==> src/rtl/lss_pkg.sv <==
package lss_pkg;
    parameter int IDX_W  = 6;
    parameter int BANK_W = 2;
    parameter int TAG_W  = 4;
    parameter int DATA_W = 16;
    parameter int ATTR_W = 5;

    typedef struct packed {
        logic              is_st;
        logic [ATTR_W-1:0] attr;
        logic [IDX_W-1:0]  idx;
        logic [BANK_W-1:0] bank;
        logic [TAG_W-1:0]  tag;
        logic [DATA_W-1:0] data;
    } mem_op_t;
endpackage

==> src/rtl/lss_pair.sv <==
module lss_pair
    import lss_pkg::*;
(
    input  mem_op_t head,
    input  logic    head_v,
    input  mem_op_t nxt,
    input  logic    nxt_v,
    input  logic    sb_room,
    output logic    go0,
    output logic    go1
);
    logic same_slot, mixed, lone;

    always_comb begin
        same_slot = (head.idx == nxt.idx) && (head.bank == nxt.bank);
        mixed     = head.is_st ^ nxt.is_st;
        lone      = (|head.attr) || (|nxt.attr);
        go0 = head_v && (!head.is_st || sb_room);
        go1 = go0 && nxt_v && !lone
              && !(head.is_st && nxt.is_st)
              && !(nxt.is_st && !sb_room)
              && !(mixed && same_slot);
    end
endmodule

==> src/rtl/lss_rsv.sv <==
module lss_rsv
    import lss_pkg::*;
#(
    parameter int DEPTH = 4
) (
    input  logic                clk,
    input  logic                rst_n,
    input  logic                flush,
    input  logic [1:0]          enq_v,
    input  mem_op_t [1:0]       enq_op,
    input  logic [1:0]          n_issue,
    output mem_op_t             head,
    output logic                head_v,
    output mem_op_t             nxt,
    output logic                nxt_v,
    output logic                ready
);
    localparam int CNT_W = $clog2(DEPTH + 1);

    typedef struct packed {
        mem_op_t [DEPTH-1:0] ent;
        logic [CNT_W-1:0]    cnt;
    } rsv_st_t;

    rsv_st_t st_d, st_q;
    logic [CNT_W-1:0] wr;
    logic             take;

    always_comb begin
        st_d = st_q;
        take = ready && !flush;
        for (int s = 0; s < 2; s++) begin
            if (n_issue > 2'(s)) begin
                for (int i = 0; i < DEPTH - 1; i++) st_d.ent[i] = st_d.ent[i+1];
                st_d.ent[DEPTH-1] = '0;
            end
        end
        wr = st_q.cnt - CNT_W'(n_issue);
        for (int l = 0; l < 2; l++) begin
            if (take && enq_v[l]) begin
                for (int i = 0; i < DEPTH; i++)
                    if (CNT_W'(i) == wr) st_d.ent[i] = enq_op[l];
                wr = wr + 1'b1;
            end
        end
        st_d.cnt = wr;
        if (flush) st_d = '0;
    end

    always_ff @(posedge clk) begin
        if (!rst_n) st_q <= '0;
        else        st_q <= st_d;
    end

    assign head   = st_q.ent[0];
    assign nxt    = st_q.ent[1];
    assign head_v = st_q.cnt >= CNT_W'(1);
    assign nxt_v  = st_q.cnt >= CNT_W'(2);
    assign ready  = st_q.cnt <= CNT_W'(DEPTH - 2);


    rs_bound_chk: assert property (@(posedge clk) disable iff (!rst_n)
        st_q.cnt <= CNT_W'(DEPTH));

    rs_issue_chk: assert property (@(posedge clk) disable iff (!rst_n)
        CNT_W'(n_issue) <= st_q.cnt);
endmodule

==> src/rtl/lss_stbuf.sv <==
module lss_stbuf
    import lss_pkg::*;
#(
    parameter int DEPTH = 4
) (
    input  logic    clk,
    input  logic    rst_n,
    input  logic    flush,
    input  logic    push,
    input  mem_op_t push_op,
    input  logic    pop,
    output logic    room,
    output logic    head_v,
    output mem_op_t head
);
    localparam int CNT_W = $clog2(DEPTH + 1);

    typedef struct packed {
        mem_op_t [DEPTH-1:0] ent;
        logic [CNT_W-1:0]    cnt;
    } sb_st_t;

    sb_st_t st_d, st_q;
    logic [CNT_W-1:0] wr;

    always_comb begin
        st_d = st_q;
        wr   = st_q.cnt;
        if (pop && head_v) begin
            for (int i = 0; i < DEPTH - 1; i++) st_d.ent[i] = st_q.ent[i+1];
            st_d.ent[DEPTH-1] = '0;
            wr = wr - 1'b1;
        end
        if (push) begin
            for (int i = 0; i < DEPTH; i++)
                if (CNT_W'(i) == wr) st_d.ent[i] = push_op;
            wr = wr + 1'b1;
        end
        st_d.cnt = wr;
        if (flush) st_d = '0;
    end

    always_ff @(posedge clk) begin
        if (!rst_n) st_q <= '0;
        else        st_q <= st_d;
    end

    assign room   = st_q.cnt < CNT_W'(DEPTH);
    assign head_v = st_q.cnt != '0;
    assign head   = st_q.ent[0];


    no_overflow_chk: assert property (@(posedge clk) disable iff (!rst_n)
        push |-> st_q.cnt < CNT_W'(DEPTH));

    sb_flush_chk: assert property (@(posedge clk) disable iff (!rst_n)
        flush |=> st_q.cnt == '0);
endmodule

==> src/rtl/lss_sched_top.sv <==
module lss_sched_top
    import lss_pkg::*;
#(
    parameter int RS_DEPTH = 4,
    parameter int SB_DEPTH = 4
) (
    input  logic                  clk,
    input  logic                  rst_n,
    input  logic                  flush,
    input  logic [1:0]            enq_valid,
    input  logic [1:0]            enq_store,
    input  logic [2*ATTR_W-1:0]   enq_attr,
    input  logic [2*IDX_W-1:0]    enq_idx,
    input  logic [2*BANK_W-1:0]   enq_bank,
    input  logic [2*TAG_W-1:0]    enq_tag,
    input  logic [2*DATA_W-1:0]   enq_data,
    output logic                  enq_ready,
    output logic [1:0]            iss_valid,
    output logic [1:0]            iss_store,
    output logic [2*IDX_W-1:0]    iss_idx,
    output logic [2*BANK_W-1:0]   iss_bank,
    output logic [2*TAG_W-1:0]    iss_tag,
    input  logic                  commit,
    output logic                  drain_valid,
    output logic [IDX_W-1:0]      drain_idx,
    output logic [BANK_W-1:0]     drain_bank,
    output logic [DATA_W-1:0]     drain_data
);
    mem_op_t [1:0] enq_ops;
    mem_op_t       head, nxt, sb_head;
    logic          head_v, nxt_v, sb_room, go0, go1, g0, g1, sb_push;
    logic [1:0]    n_issue;

    for (genvar g = 0; g < 2; g++) begin : g_lane
        assign enq_ops[g] = '{is_st: enq_store[g],
                              attr:  enq_attr[g*ATTR_W +: ATTR_W],
                              idx:   enq_idx[g*IDX_W +: IDX_W],
                              bank:  enq_bank[g*BANK_W +: BANK_W],
                              tag:   enq_tag[g*TAG_W +: TAG_W],
                              data:  enq_data[g*DATA_W +: DATA_W]};
    end

    lss_rsv #(.DEPTH(RS_DEPTH)) u_rsv (
        .clk(clk), .rst_n(rst_n), .flush(flush),
        .enq_v(enq_valid), .enq_op(enq_ops), .n_issue(n_issue),
        .head(head), .head_v(head_v), .nxt(nxt), .nxt_v(nxt_v),
        .ready(enq_ready)
    );

    lss_pair u_pair (
        .head(head), .head_v(head_v), .nxt(nxt), .nxt_v(nxt_v),
        .sb_room(sb_room), .go0(go0), .go1(go1)
    );

    always_comb begin
        g0      = go0 && !flush;
        g1      = go1 && !flush;
        n_issue = {1'b0, g0} + {1'b0, g1};
        sb_push = (g0 && head.is_st) || (g1 && nxt.is_st);
    end

    lss_stbuf #(.DEPTH(SB_DEPTH)) u_sb (
        .clk(clk), .rst_n(rst_n), .flush(flush),
        .push(sb_push), .push_op(head.is_st ? head : nxt),
        .pop(commit && !flush),
        .room(sb_room), .head_v(drain_valid), .head(sb_head)
    );

    assign iss_valid  = {g1, g0};
    assign iss_store  = {nxt.is_st, head.is_st};
    assign iss_idx    = {nxt.idx, head.idx};
    assign iss_bank   = {nxt.bank, head.bank};
    assign iss_tag    = {nxt.tag, head.tag};
    assign drain_idx  = sb_head.idx;
    assign drain_bank = sb_head.bank;
    assign drain_data = sb_head.data;


    no_two_store_chk: assert property (@(posedge clk) disable iff (!rst_n)
        iss_valid == 2'b11 |-> !(iss_store[0] && iss_store[1]));

    no_slot_clash_chk: assert property (@(posedge clk) disable iff (!rst_n)
        (iss_valid == 2'b11 && iss_store[0] != iss_store[1]) |->
        !(iss_idx[IDX_W-1:0] == iss_idx[2*IDX_W-1:IDX_W] &&
          iss_bank[BANK_W-1:0] == iss_bank[2*BANK_W-1:BANK_W]));

    lone_access_chk: assert property (@(posedge clk) disable iff (!rst_n)
        iss_valid[1] |-> (head.attr == '0 && nxt.attr == '0));

    port_order_chk: assert property (@(posedge clk) disable iff (!rst_n)
        iss_valid[1] |-> iss_valid[0]);

    flush_quiet_chk: assert property (@(posedge clk) disable iff (!rst_n)
        flush |-> iss_valid == 2'b00);

    full_no_store_chk: assert property (@(posedge clk) disable iff (!rst_n)
        !sb_room |-> !((iss_valid[0] && iss_store[0]) || (iss_valid[1] && iss_store[1])));
endmodule

==> config.mk <==
export PLATFORM = sky130hd
export DESIGN_NAME = lss_sched_top
export DESIGN_NICKNAME = d
export VERILOG_FILES = /design/src/rtl/lss_pkg.sv /design/src/rtl/lss_pair.sv /design/src/rtl/lss_rsv.sv /design/src/rtl/lss_stbuf.sv /design/src/rtl/lss_sched_top.sv
export SDC_FILE = /design/constraint.sdc
export NUM_CORES = 1
export LEC_CHECK = 0
export ABC_CLOCK_PERIOD_IN_PS = 4610
export BUFFER_PORTS_ARGS = -buffer_cell sky130_fd_sc_hd__buf_2
export CORE_MARGIN = 2
export CORE_UTILIZATION = 31
export DETAILED_ROUTE_END_ITERATION = 10
export PLACE_DENSITY_LB_ADDON = 0.25
export SKIP_LAST_GASP = 1
export SYNTH_ARGS = -nofsm -noshare
export SYNTH_HDL_FRONTEND = slang
export SYNTH_HIERARCHICAL = 1
export SYNTH_SLANG_ARGS = --single-unit
==> constraint.sdc <==
create_clock -name clk -period 4.61 [get_ports clk]
set_input_delay 1.383 -clock clk [delete_from_list [all_inputs] [get_ports clk]]
set_output_delay 1.383 -clock clk [all_outputs]
set_load 0.02 [all_outputs]
==> results, run 1 <==
- Setup repair after global routing left no endpoint under its margin.
- Once detail routing completed, the nets flagged for antenna violations numbered 0.
- The half-perimeter wire length after detailed placement is 30.61 mm.
- Relative to the synthesized area, the layout overhead comes to 7.735%.
- The critical path in this run is classified as reg2reg.
- The final-layout fill cell count is 5,152.
- The tool flagged a number of max-cap violations equal to 0.
- STA classifies the critical path startpoint as a flip-flop.
- The final setup TNS is 0 ps.
- The initial antenna violation count came to 1.
- The final cycle utilization of the critical path is 92.85%.
- The endpoint of the most critical setup path is u_rsv/nxt[27].
- The clock-pin slew reported for the worst setup and hold paths after clock tree synthesis is 60 ps.
- The number of CTS-inserted buffers is 29.
- Using the TritonRoute via totals, the vias-per-cell ratio works out to 5.261.
- The power density of the placed cells is 355.0 nW/um^2.
- The endpoint of the lowest-slack register-to-register path is u_rsv/nxt[27].
- For met2 alone, demand over resource in global routing was 27.81%.
- The number of port buffers is 127.
- The arrival time of data at the critical path endpoint is 4730 ps.
- In this run the register-to-register setup slack is 330 ps.
- The final max-slew violation count is 0.
- The I/O pin total is 128.
- The floorplan core area is 49,050 sq um.
- The count of final setup violators is 0.
- In this run the deepest clock path goes through 3 buffers.
- The endpoint kind of the worst setup timing path is a flip-flop.
- The worst path in the final design needs a cycle of 4281 ps, including I/O delays and setup.
- The die boundary height is 227 um.
- The met1 capacity usage during global routing is 26.16%.
- The run finished with clean final reports.
- The largest net degree at the start of global routing is 137.
- The start point of the critical path is u_rsv/head[31].
- Along the worst path, the maximum fanout reaches 18.
- Across the routed clock network, the largest skew measured is 13.89 ps.
- Once placement completed, the tool counted placed cells totaling 2,379.
- The layout net count is 1,828.
- Across all hold checks on the routed design, the worst slack comes to 468.2 ps.
- The final count of hold timing violations was 0.
- The highest-utilization routing layer at the global route stage is met2.
- CTS built an H-tree with a depth of 1.
- The synthesized netlist net count is 1,914.
- The number of detailed-routing iterations run before antenna repair is 6.
- The routed layout has 12,806 vias.
- The normalized max-slew margin is 27.13%.
- The startpoint identified for the worst register-to-register timing path is u_rsv/head[31].
- The clock latency reported for the late side of the worst-skew pair is 560 ps.
- The multi-input combinational cells in the finished layout cover a total of 8886 sq um.
- The worst hold path belongs to the class reg2reg.
- The wire length per cell after detailed routing is 19.16 um.
- The detailed router finished its first iteration with 832 violations.
- The x dimension of the die is 227 um.
- The clock tree root buffer cell is clkbuf_16.
- Counting every sink on the clock net gives 238.
- The initial cell density of the core is 31.43%.
- The yosys synthesis warning count is 6.
- The routed design has 46.63 mm of wire.
- The TritonCTS clock tree is yes.
- Based on the critical path, the design can be clocked at up to 233.6 MHz.
- The via count of the first global-routing pass is 12,342.
- STA puts the critical path data required time at 5060 ps.
- The non-filler instance count after layout is 2,434.
- The die covers 51,530 sq um.
- The number of cells on the worst reg-to-reg path is 16.
- The slew at the pin closest to its max-slew limit is 1093 ps.
- Summed over all cells, the static leakage comes to 0.006137 uW.
- The cell count after synthesis came out at 1,832.
- Across every metal layer, demand over resource in global routing totals 17.82%.
- The remaining design rule violation count is 0.
- Of the cells placed in the final design, the portion with a size suffix greater than 1 is 16.91%.
- The hold buffer count at cts is 0.
- The average instance in the mapped netlist occupies 8.415 sq um.
- The startpoint of the worst hold path is u_sb/st_q[120].
- The first global-routing pass estimated 73.44 mm of wire.
- Global routing used 1.975% of the available met3 tracks.
- The worst vdd rail ir drop is 0.0002913 V.
- The sequential cell area in the final layout is 4766 sq um.
- In this run the core area contains 81 standard-cell rows.
- The post-synthesis cell area is 15,420 sq um.
- The last weighted congestion value of the routability-driven placer is 0.7836.
- The aggregate global routing overflow is 0.
[final cells by class]
cell class	instances	area share [%]
Sequential cell	238	28.70
Clock inverter	8	0.4294
Tap cell	664	5.002
Multi-Input combinational cell	1279	53.50
Clock buffer	45	5.213
Antenna cell	2	0.03013
Inverter	11	0.2637
Timing Repair Buffer	187	6.863
[layout by cell type (no fill, tap or decap), drive strengths merged, types with 6 or more instances in the layout]
cell type and n:
nand3 75, a221oi 31, a311oi 35, a211oi 44
nor2b 7, nor2 39, a21o 73, a21oi 63
clkbuf 45, nor3 37, dfxtp 238, clkinv 6
o21ai 185, o211ai 27, mux2 26, inv 11
nor3b 34, mux2i 278, xor2 8, ha 7
nand2 230, and3 35, buf 187
[what timing repair did]
action	4_1_cts	5_1_grt
buffers inserted	0	0
setup endpoints to repair	0	2
resized for setup	0	1
endpoints found under the hold margin	0	0
[how the worst min path moves through the flow]
stage	depth (start not counted)	to
2_1_floorplan	2	u_sb/st_q[105]
3_3_place_gp	2	u_sb/st_q[112]
3_5_place_dp	2	u_sb/st_q[131]
4_1_cts	2	u_sb/st_q[131]
6_report	2	u_sb/st_q[120]
5_1_grt	2	u_sb/st_q[116]
[per-layer routing]
metal  share of wire [%]  wire, um
met1                  50     23270
met2                  44     20290
met3                 4.7      2176
met4                 1.9       888
met5                   0         0
[power breakdown]
part / internal, uW / leakage (uW) / total [uW] / switching (uW)
Clock: 1340 / 0.000463 / 2260 / 927
Sequential: 2130 / 0.00192 / 2190 / 61.5
Combinational: 502 / 0.00375 / 1440 / 938
[registers in the layout, summed over array words and instances, names as in the netlist]
signal and cells:
u_rsv/nxt 34, u_sb/st_q 75, u_sb/head 24, u_rsv/head 34, u_rsv/st_q 71
[through the flow]
stage,setup WS [ps],utilization (%),cell area (sq um),power [uW]
finish,329.4,33.86,16610,5897
global route,72.00,33.85,16610,6130
CTS,359.9,33.84,16600,5944
detailed placement,346.2,31.93,15660,3664
global placement,359.7,31.93,15660,3651
floorplan,458.4,-,15420,3290
[worst max-delay path: stages, from the launching register on]
cell,delay [ps]
dfxtp_1,300
or4_1,560
a21oi_1,140
nand4_1,100
a41oi_1,310
xnor2_1,210
nor2_4,70
ha_1,210
fa_1,390
xor2_1,290
inv_2,120
ha_1,380
nand3_1,90
o31a_1,150
or3_1,340
buf_4,250
a311oi_1,260
Power figures use the tool's default switching activity.
==> run 2, diff against run 1 <==
--- a/config.mk
+++ b/config.mk
@@ -9,2 +9,3 @@
 export BUFFER_PORTS_ARGS = -buffer_cell sky130_fd_sc_hd__buf_2
+export CAP_MARGIN = 20
 export CORE_MARGIN = 2
==> constraint.sdc (replaced) <==
create_clock -name clk -period 4.61 [get_ports clk]
set_input_delay 0.922 -clock clk [delete_from_list [all_inputs] [get_ports clk]]
set_output_delay 0.922 -clock clk [all_outputs]
set_load 0.02 [all_outputs]
==> run 2 against run 1 <==
Against the previous run:
- core utilization rose by 0.60 points
- sequential power about the same
- clock power increased by 25%
- final cell count down 0.12%
==> results, run 2 (same netlist as run 1, synthesis figures left out) <==
- The sort of element at the start of the critical path is a flip-flop (unchanged).
- The power density of the placed cells is 384.2 nW/um^2 (was 355.0 nW/um^2).
- The via count of the first global-routing pass is 12,228 (was 12,342).
- The total via count in the routed design is 12,870 (was 12,806).
- The count of final setup violators is 0 (unchanged).
- The maximum clock rate was 230.5 MHz (was 233.6 MHz).
- The slowest stage cell on the critical path is or4_1 (unchanged).
- The aggregate global routing overflow is 0 (unchanged).
- The total routing resource utilization after global routing is 17.77% (was 17.82%).
- The last weighted congestion value of the routability-driven placer is 0.8249 (was 0.7836).
- The share of cells above drive strength 1 is 17.37% (was 16.91%).
- RSZ-0062 raised after global routing: false (unchanged).
- The leakage component of the power came to 0.006259 uW (was 0.006137 uW).
- Cell-by-cell trace of the critical path: or4_1 > a21oi_1 > nand4_1 > a41oi_2 > xnor2_1 > nor2_4 > ha_1 > fa_1 > xor2_1 > inv_2 > ha_1 > nand3_1 > o31a_1 > or3_1 > buf_4 > a311oi_1 (was or4_1 > a21oi_1 > nand4_1 > a41oi_1 > xnor2_1 > nor2_4 > ha_1 > fa_1 > xor2_1 > inv_2 > ha_1 > nand3_1 > o31a_1 > or3_1 > buf_4 > a311oi_1).
- The delay of the slowest critical-path stage was 570 ps (was 560 ps).
- The remaining design rule violation count was 0 (unchanged).
- The total instance count after detailed placement is 2,374 (was 2,379).
- The largest buffer count on any clock path was 3 (unchanged).
- The largest net degree at the start of global routing is 205 (was 137).
- The kind of cell adding the most delay to the critical path is simple AND/OR/NAND/NOR gates (unchanged).
- The wire length after detailed routing is 47.53 mm (was 46.63 mm).
- Commonest cells after routing, fill and taps aside: mux2i_1 (277), dfxtp_1 (237), nand2_1 (228) (unchanged).
- The number of detailed-routing iterations run before antenna repair was 5 (was 6).
- The x dimension of the die is 227 um (unchanged).
- The flip-flop count of the largest register, all copies and words added is 75 (unchanged).
- The non-filler instance count after layout is 2,431 (was 2,434).
- The total power draw is 6493 uW (was 5897 uW).
- The final count of hold timing violations is 0 (unchanged).
- Result of the run: complete, no violations (unchanged).
- The multi-input logic area is 8894 sq um (was 8886 sq um).
- The die boundary height is 227 um (unchanged).
- The clock-pin slew reported for the worst setup and hold paths after clock tree synthesis is 60 ps (about the same).
- The number of gates given a new drive strength after cts is 0 (unchanged).
- The type of the worst min-delay path was reg2reg (unchanged).
- The final cycle utilization of the critical path came to 94.12% (was 92.85%).
- The register with the most flip-flops is u_sb/st_q (unchanged).
- The critical path class is reg2reg (unchanged).
- The slew at the pin closest to its max-slew limit is 1083 ps (was 1093 ps).
- The number of CTS-inserted buffers is 30 (was 29).
- The number of sinks on the clock net came to 238 (unchanged).
- The growth of design area from synthesis to finish is 9.634% (was 7.735%).
- The initial cell density of the core was 31.43% (unchanged).
- The half-perimeter wire length after detailed placement came to 30.23 mm (was 30.61 mm).
- The worst hold slack after final layout is 466.8 ps (was 468.2 ps).
- Registers with the highest flip-flop counts: u_sb/st_q x75, u_rsv/st_q x71 (unchanged).
- The normalized max-slew margin is 27.81% (was 27.13%).
- The total die area is 51,530 sq um (unchanged).
- The I/O pin total is 128 (unchanged).
- The layout net count is 1,825 (was 1,828).
- The arrival time of data at the critical path endpoint came to 4810 ps (was 4730 ps).
- The number of inserted diodes was 0 (was 2).
- The clock latency reported for the late side of the worst-skew pair is 580 ps (was 560 ps).
- The H-tree depth reported by CTS is 1 (unchanged).
- The final max-slew violation count is 0 (unchanged).
- The final setup TNS came to 0 ps (unchanged).
- The final-layout fill cell count is 5,134 (was 5,152).
- The wire length per cell after detailed routing is 19.55 um (was 19.16 um).
- The maximum fanout encountered on the critical timing path was 24 (was 18).
- The final setup skew came to 14.02 ps (was 13.89 ps).
- The endpoint kind of the worst setup timing path is a flip-flop (unchanged).
- The violation count after the first detailed-routing iteration is 1,052 (was 832).
- The hold buffer count at cts is 0 (unchanged).
- The required time of the critical path is 5080 ps (was 5060 ps).
- The wire length of the first global-routing pass is 72.78 mm (was 73.44 mm).
- The most common cell type on the critical path is ha_1 (unchanged).
- The floorplan core area is 49,050 sq um (unchanged).
- The max capacitance violation total came to 0 (unchanged).
- The residual antenna-violating net count after detailed routing is 0 (unchanged).
- The TritonCTS clock tree is yes (unchanged).
- The final period demand of the worst path is 4339 ps (was 4281 ps).
- The worst vdd rail ir drop was 0.0002666 V (was 0.0002913 V).
- The number of buffers added for setup after CTS is 0 (unchanged).
- The number of buffers and inverters on the critical path was 2 (unchanged).
- The clock tree root buffer cell was clkbuf_16 (unchanged).
- The site row count is 81 (unchanged).
- The sequential cell area in the final layout is 4766 sq um (unchanged).
- The number of port buffers is 127 (unchanged).
- The most common library cell in the layout ignoring fill and taps is mux2i_1 (unchanged).
- The initial antenna violation count is 1 (unchanged).
- The via density per instance is 5.294 (was 5.261).
[run 2: final timing paths]
check / startpoint / slack (ps) / end / cells after the start
worst min register to register: u_sb/st_q[125] / 470 / u_sb/st_q[125] / 2
worst min-delay path: u_sb/st_q[125] / 470 / u_sb/st_q[125] / 2
worst max register to register: u_rsv/head[31] / 270 / u_rsv/nxt[17] / 16
worst max-delay path: u_rsv/head[31] / 270 / u_rsv/nxt[17] / 16
[run 2: cell type report]
class,instances,area share (%)
timing repair buffer,183,6.944
inverter,11,0.2591
clock buffer,31,4.523
sequential,238,28.20
multi-input combinational,1279,52.62
clock inverter,25,2.539
tap,664,4.916
[run 2: metal layers]
metal / wire length [um] / global-route usage, % / part of all wire (%)
met1: 23340 / 25.79 / 49
met2: 21020 / 28.10 / 44
met3: 2312 / 2.104 / 4.9
met4: 858 / 3.964 / 1.8
met5: 0 / 0 / 0
[run 2: worst register-to-register path, delay by kind of cell (launching register included)]
family | cells | cell delay (ps)
xor gates and xnor gates | 2 | 500
adders and majority gates | 3 | 990
buffers and inverters | 2 | 400
DFF | 1 | 300
AOI/OAI and AO/OA | 4 | 850
and+or+nand+nor | 5 | 1200
[run 2: power by group]
group	total (uW)	switching [uW]	leakage (uW)	internal, uW
registers	2190	63.3	0.00192	2130
logic	1470	955	0.00376	515
clock network	2830	1000	0.000576	1820
[run 2: metrics by stage]
step	setup WS [ps]	util, %	instance area [sq um]
after floorplan	458.4	-	15420
after global placement	361.8	31.96	15680
after CTS	288.6	34.39	16870
after detailed placement	299.5	31.96	15680
after global routing	47.90	34.46	16900
final	271.1	34.46	16900
==> run 3, diff against run 2 <==
--- a/config.mk
+++ b/config.mk
@@ -8,3 +8,3 @@
 export ABC_CLOCK_PERIOD_IN_PS = 4610
-export BUFFER_PORTS_ARGS = -buffer_cell sky130_fd_sc_hd__buf_2
+export BUFFER_PORTS_ARGS = -buffer_cell sky130_fd_sc_hd__clkbuf_2
 export CAP_MARGIN = 20
--- a/constraint.sdc
+++ b/constraint.sdc
@@ -3,2 +3,2 @@
 set_output_delay 0.922 -clock clk [all_outputs]
-set_load 0.02 [all_outputs]
+set_load 0.1 [all_outputs]
==> run 3 against run 2 <==
Against the previous run:
- global-route usage is 0.13 points higher
- routed wire length is 1.0% lower
- core utilization is 0.51 points lower
- non-clock buffer count is 2 lower
- fmax is 0.82% higher
- final cell count hardly changed
- combinational power is 9% higher
- critical path depth is 1 higher
- sequential share of layout area is 0.42 points higher
==> results, run 3 (same netlist as run 1, synthesis figures left out) <==
- Result of the run: complete, no violations (unchanged).
- The worst reg-to-reg path cell count came to 17 (was 16).
- The TritonCTS clock tree is yes (unchanged).
- Registers with the highest flip-flop counts: u_sb/st_q x75, u_rsv/st_q x71 (unchanged).
- The delay of the slowest critical-path stage is 530 ps (was 570 ps).
- The source of the worst register-to-register timing path is u_rsv/head[31] (unchanged).
- The register with the most flip-flops was u_sb/st_q (unchanged).
- The final cycle utilization of the critical path is 93.36% (was 94.12%).
- The wire length of the first global-routing pass is 73.28 mm (was 72.78 mm).
- The count of final setup violators is 0 (unchanged).
- The wire length per cell after detailed routing is 19.37 um (was 19.55 um).
- The I/O pin total is 128 (unchanged).
- The x dimension of the die is 227 um (unchanged).
- The start point of the critical path is u_rsv/head[31] (unchanged).
- The post-route cell area is 16,650 sq um (was 16,900 sq um).
- The combinational share of power was 26.0% (was 22.6%).
- The arrival time of data at the critical path endpoint is 4790 ps (was 4810 ps).
- The flip-flop count of the largest register, all copies and words added is 75 (unchanged).
- The sort of element at the start of the critical path is a flip-flop (unchanged).
- The startpoint of the worst hold path is u_sb/st_q[130] (was u_sb/st_q[125]).
- The final setup TNS is 0 ps (unchanged).
- The clock tree root buffer cell is clkbuf_16 (unchanged).
- The hold path depth is 2 (unchanged).
- The final max-slew violation count was 0 (unchanged).
- The sequential cell fraction of total power was 35.6% (was 33.8%).
- The total die area is 51,530 sq um (unchanged).
- The endpoint of the worst hold path is u_sb/st_q[130] (was u_sb/st_q[125]).
- The half-perimeter wire length after detailed placement was 30.18 mm (was 30.23 mm).
- The remaining design rule violation count was 0 (unchanged).
- Commonest cells after routing, fill and taps aside: mux2i_1 (277), dfxtp_1 (237), nand2_1 (228) (unchanged).
- The normalized max-slew margin is 27.61% (was 27.81%).
- The layout net count is 1,823 (was 1,825).
- The hold buffer count at cts came to 0 (unchanged).
- The initial antenna violation count is 1 (unchanged).
- The site row count was 81 (unchanged).
- The power density of the placed cells is 369.6 nW/um^2 (was 384.2 nW/um^2).
- The aggregate global routing overflow is 0 (unchanged).
- The fraction of power spent switching nets is 34.39% (was 31.15%).
- The endpoint kind of the worst setup timing path is a flip-flop (unchanged).
- The required time of the critical path is 5100 ps (was 5080 ps).
- The maximum fanout encountered on the critical timing path is 68 (was 24).
- The slew at the pin closest to its max-slew limit came to 1086 ps (was 1083 ps).
- The cell-internal power is 4039 uW (was 4470 uW).
- The total via count in the routed design is 12,859 (was 12,870).
- The reg-to-reg setup timing slack is 310 ps (was 270 ps).
- The type of the worst min-delay path was reg2reg (unchanged).
- The placed standard-cell area came to 15,660 sq um (was 15,680 sq um).
- The violation count after the first detailed-routing iteration is 846 (was 1,052).
- The slowest stage cell on the critical path is or4_1 (unchanged).
- Cell-by-cell trace of the critical path: or4_1 > a21oi_1 > nand4_1 > a41oi_2 > xnor2_1 > nor2_4 > ha_1 > fa_1 > xor2_1 > inv_2 > ha_1 > a31o_2 > ha_1 > nand3_2 > buf_12 > o21ai_0 > a21oi_1 (was or4_1 > a21oi_1 > nand4_1 > a41oi_2 > xnor2_1 > nor2_4 > ha_1 > fa_1 > xor2_1 > inv_2 > ha_1 > nand3_1 > o31a_1 > or3_1 > buf_4 > a311oi_1).
- The largest buffer count on any clock path is 3 (unchanged).
- The growth of design area from synthesis to finish is 8.027% (was 9.634%).
- The number of CTS-inserted buffers came to 30 (unchanged).
- The number of sinks on the clock net is 238 (unchanged).
- The via density per instance is 5.294 (about the same).
- The most common cell type on the critical path is ha_1 (unchanged).
- The wire length after detailed routing was 47.04 mm (was 47.53 mm).
- The most common library cell in the layout ignoring fill and taps is mux2i_1 (unchanged).
- The H-tree depth reported by CTS is 1 (unchanged).
- The initial cell density of the core was 31.43% (unchanged).
- The leakage component of the power is 0.006119 uW (was 0.006259 uW).
- The floorplan core area is 49,050 sq um (unchanged).
- The final setup skew is 16.59 ps (was 14.02 ps).
- The maximum clock rate is 232.4 MHz (was 230.5 MHz).
- The die boundary height is 227 um (unchanged).
- The total routing resource utilization after global routing was 17.90% (was 17.77%).
- The last weighted congestion value of the routability-driven placer is 0.7778 (was 0.8249).
- The max capacitance violation total is 0 (unchanged).
- The final period demand of the worst path is 4304 ps (was 4339 ps).
- The power spent charging and discharging nets is 2117 uW (was 2023 uW).
- The via count of the first global-routing pass is 12,212 (was 12,228).
- The clock latency reported for the late side of the worst-skew pair is 570 ps (was 580 ps).
- The clock network power share was 38.4% (was 43.6%).
- The critical path class is reg2reg (unchanged).
- The worst vdd rail ir drop is 0.0002944 V (was 0.0002666 V).
- RSZ-0062 raised after global routing: false (unchanged).
- The final count of hold timing violations was 0 (unchanged).
- The share of cells above drive strength 1 came to 16.89% (was 17.37%).
- The largest net degree at the start of global routing came to 205 (unchanged).
- The residual antenna-violating net count after detailed routing is 0 (unchanged).
- The number of buffers added for setup after CTS is 0 (unchanged).
- The clock-pin slew reported for the worst setup and hold paths after clock tree synthesis is 60 ps (about the same).
- The number of detailed-routing iterations run before antenna repair is 7 (was 5).
- The endpoint of the lowest-slack register-to-register path is u_rsv/st_q[110] (was u_rsv/nxt[17]).
- The number of port buffers is 127 (unchanged).
run 3: area by class of cell:
class	count	area, sq um
Fill cell	5145	32400
Antenna cell	1	2.502
Tap cell	664	830.8
Clock inverter	13	132.6
Multi-Input combinational cell	1279	8894
Clock buffer	42	855.8
Timing Repair Buffer	181	1129
Inverter	11	43.79
Sequential cell	238	4766
run 3: power by group through the flow:
stage	sequential [uW]	combinational (uW)	clock, uW
after detailed placement	2240	1590	0
after global routing	2200	1690	2490
after CTS	2190	1590	2420
after floorplan	2210	1220	0
after global placement	2240	1580	0
final	2190	1600	2360
run 3: what timing repair did:
item / 4_1_cts / 5_1_grt
setup endpoints to repair: 0 / 29
hold endpoints to repair: 0 / 0
gates resized for setup: 0 / 1
run 3: worst max-delay path, delay by kind of cell, from the launching register on:
| kind | cells | cell delay, ps |
|---|---|---|
| XOR/XNOR | 2 | 500 |
| flip-flops | 1 | 300 |
| AO/OA/AOI/OAI | 5 | 940 |
| AND/OR/NAND/NOR | 4 | 840 |
| adder cells (fa/ha/maj) | 4 | 1180 |
| buffers and inverters | 2 | 420 |
run 3: per-stage QoR:
stage,worst slack [ps],utilization (%),cells,hold WS [ps],total power [uW]
floorplan,458.4,-,1832,448.0,3431
global placement,372.6,31.92,2373,456.5,3811
detailed placement,315.3,31.92,2373,460.6,3822
CTS,302.6,33.93,2428,469.3,6197
global route,0.3015,33.95,2429,488.3,6384
finish,306.2,33.95,2429,470.5,6156
run 3: worst max-delay path by stage:
stage                                  to  slack, ps
after floorplan           u_rsv/st_q[107]        460
after global placement    u_rsv/st_q[110]        370
after detailed placement  u_rsv/st_q[108]        320
after CTS                 u_rsv/st_q[108]        300
after global routing      u_rsv/st_q[109]        0.3
final                     u_rsv/st_q[110]        310
run 3: metal layers:
layer	part of all wire [%]	wire length (um)	GRT usage (%)
met5	0	0	0
met4	1.8	856	4.111
met3	5.2	2437	2.736
met2	44	20680	27.95
met1	49	23070	25.86
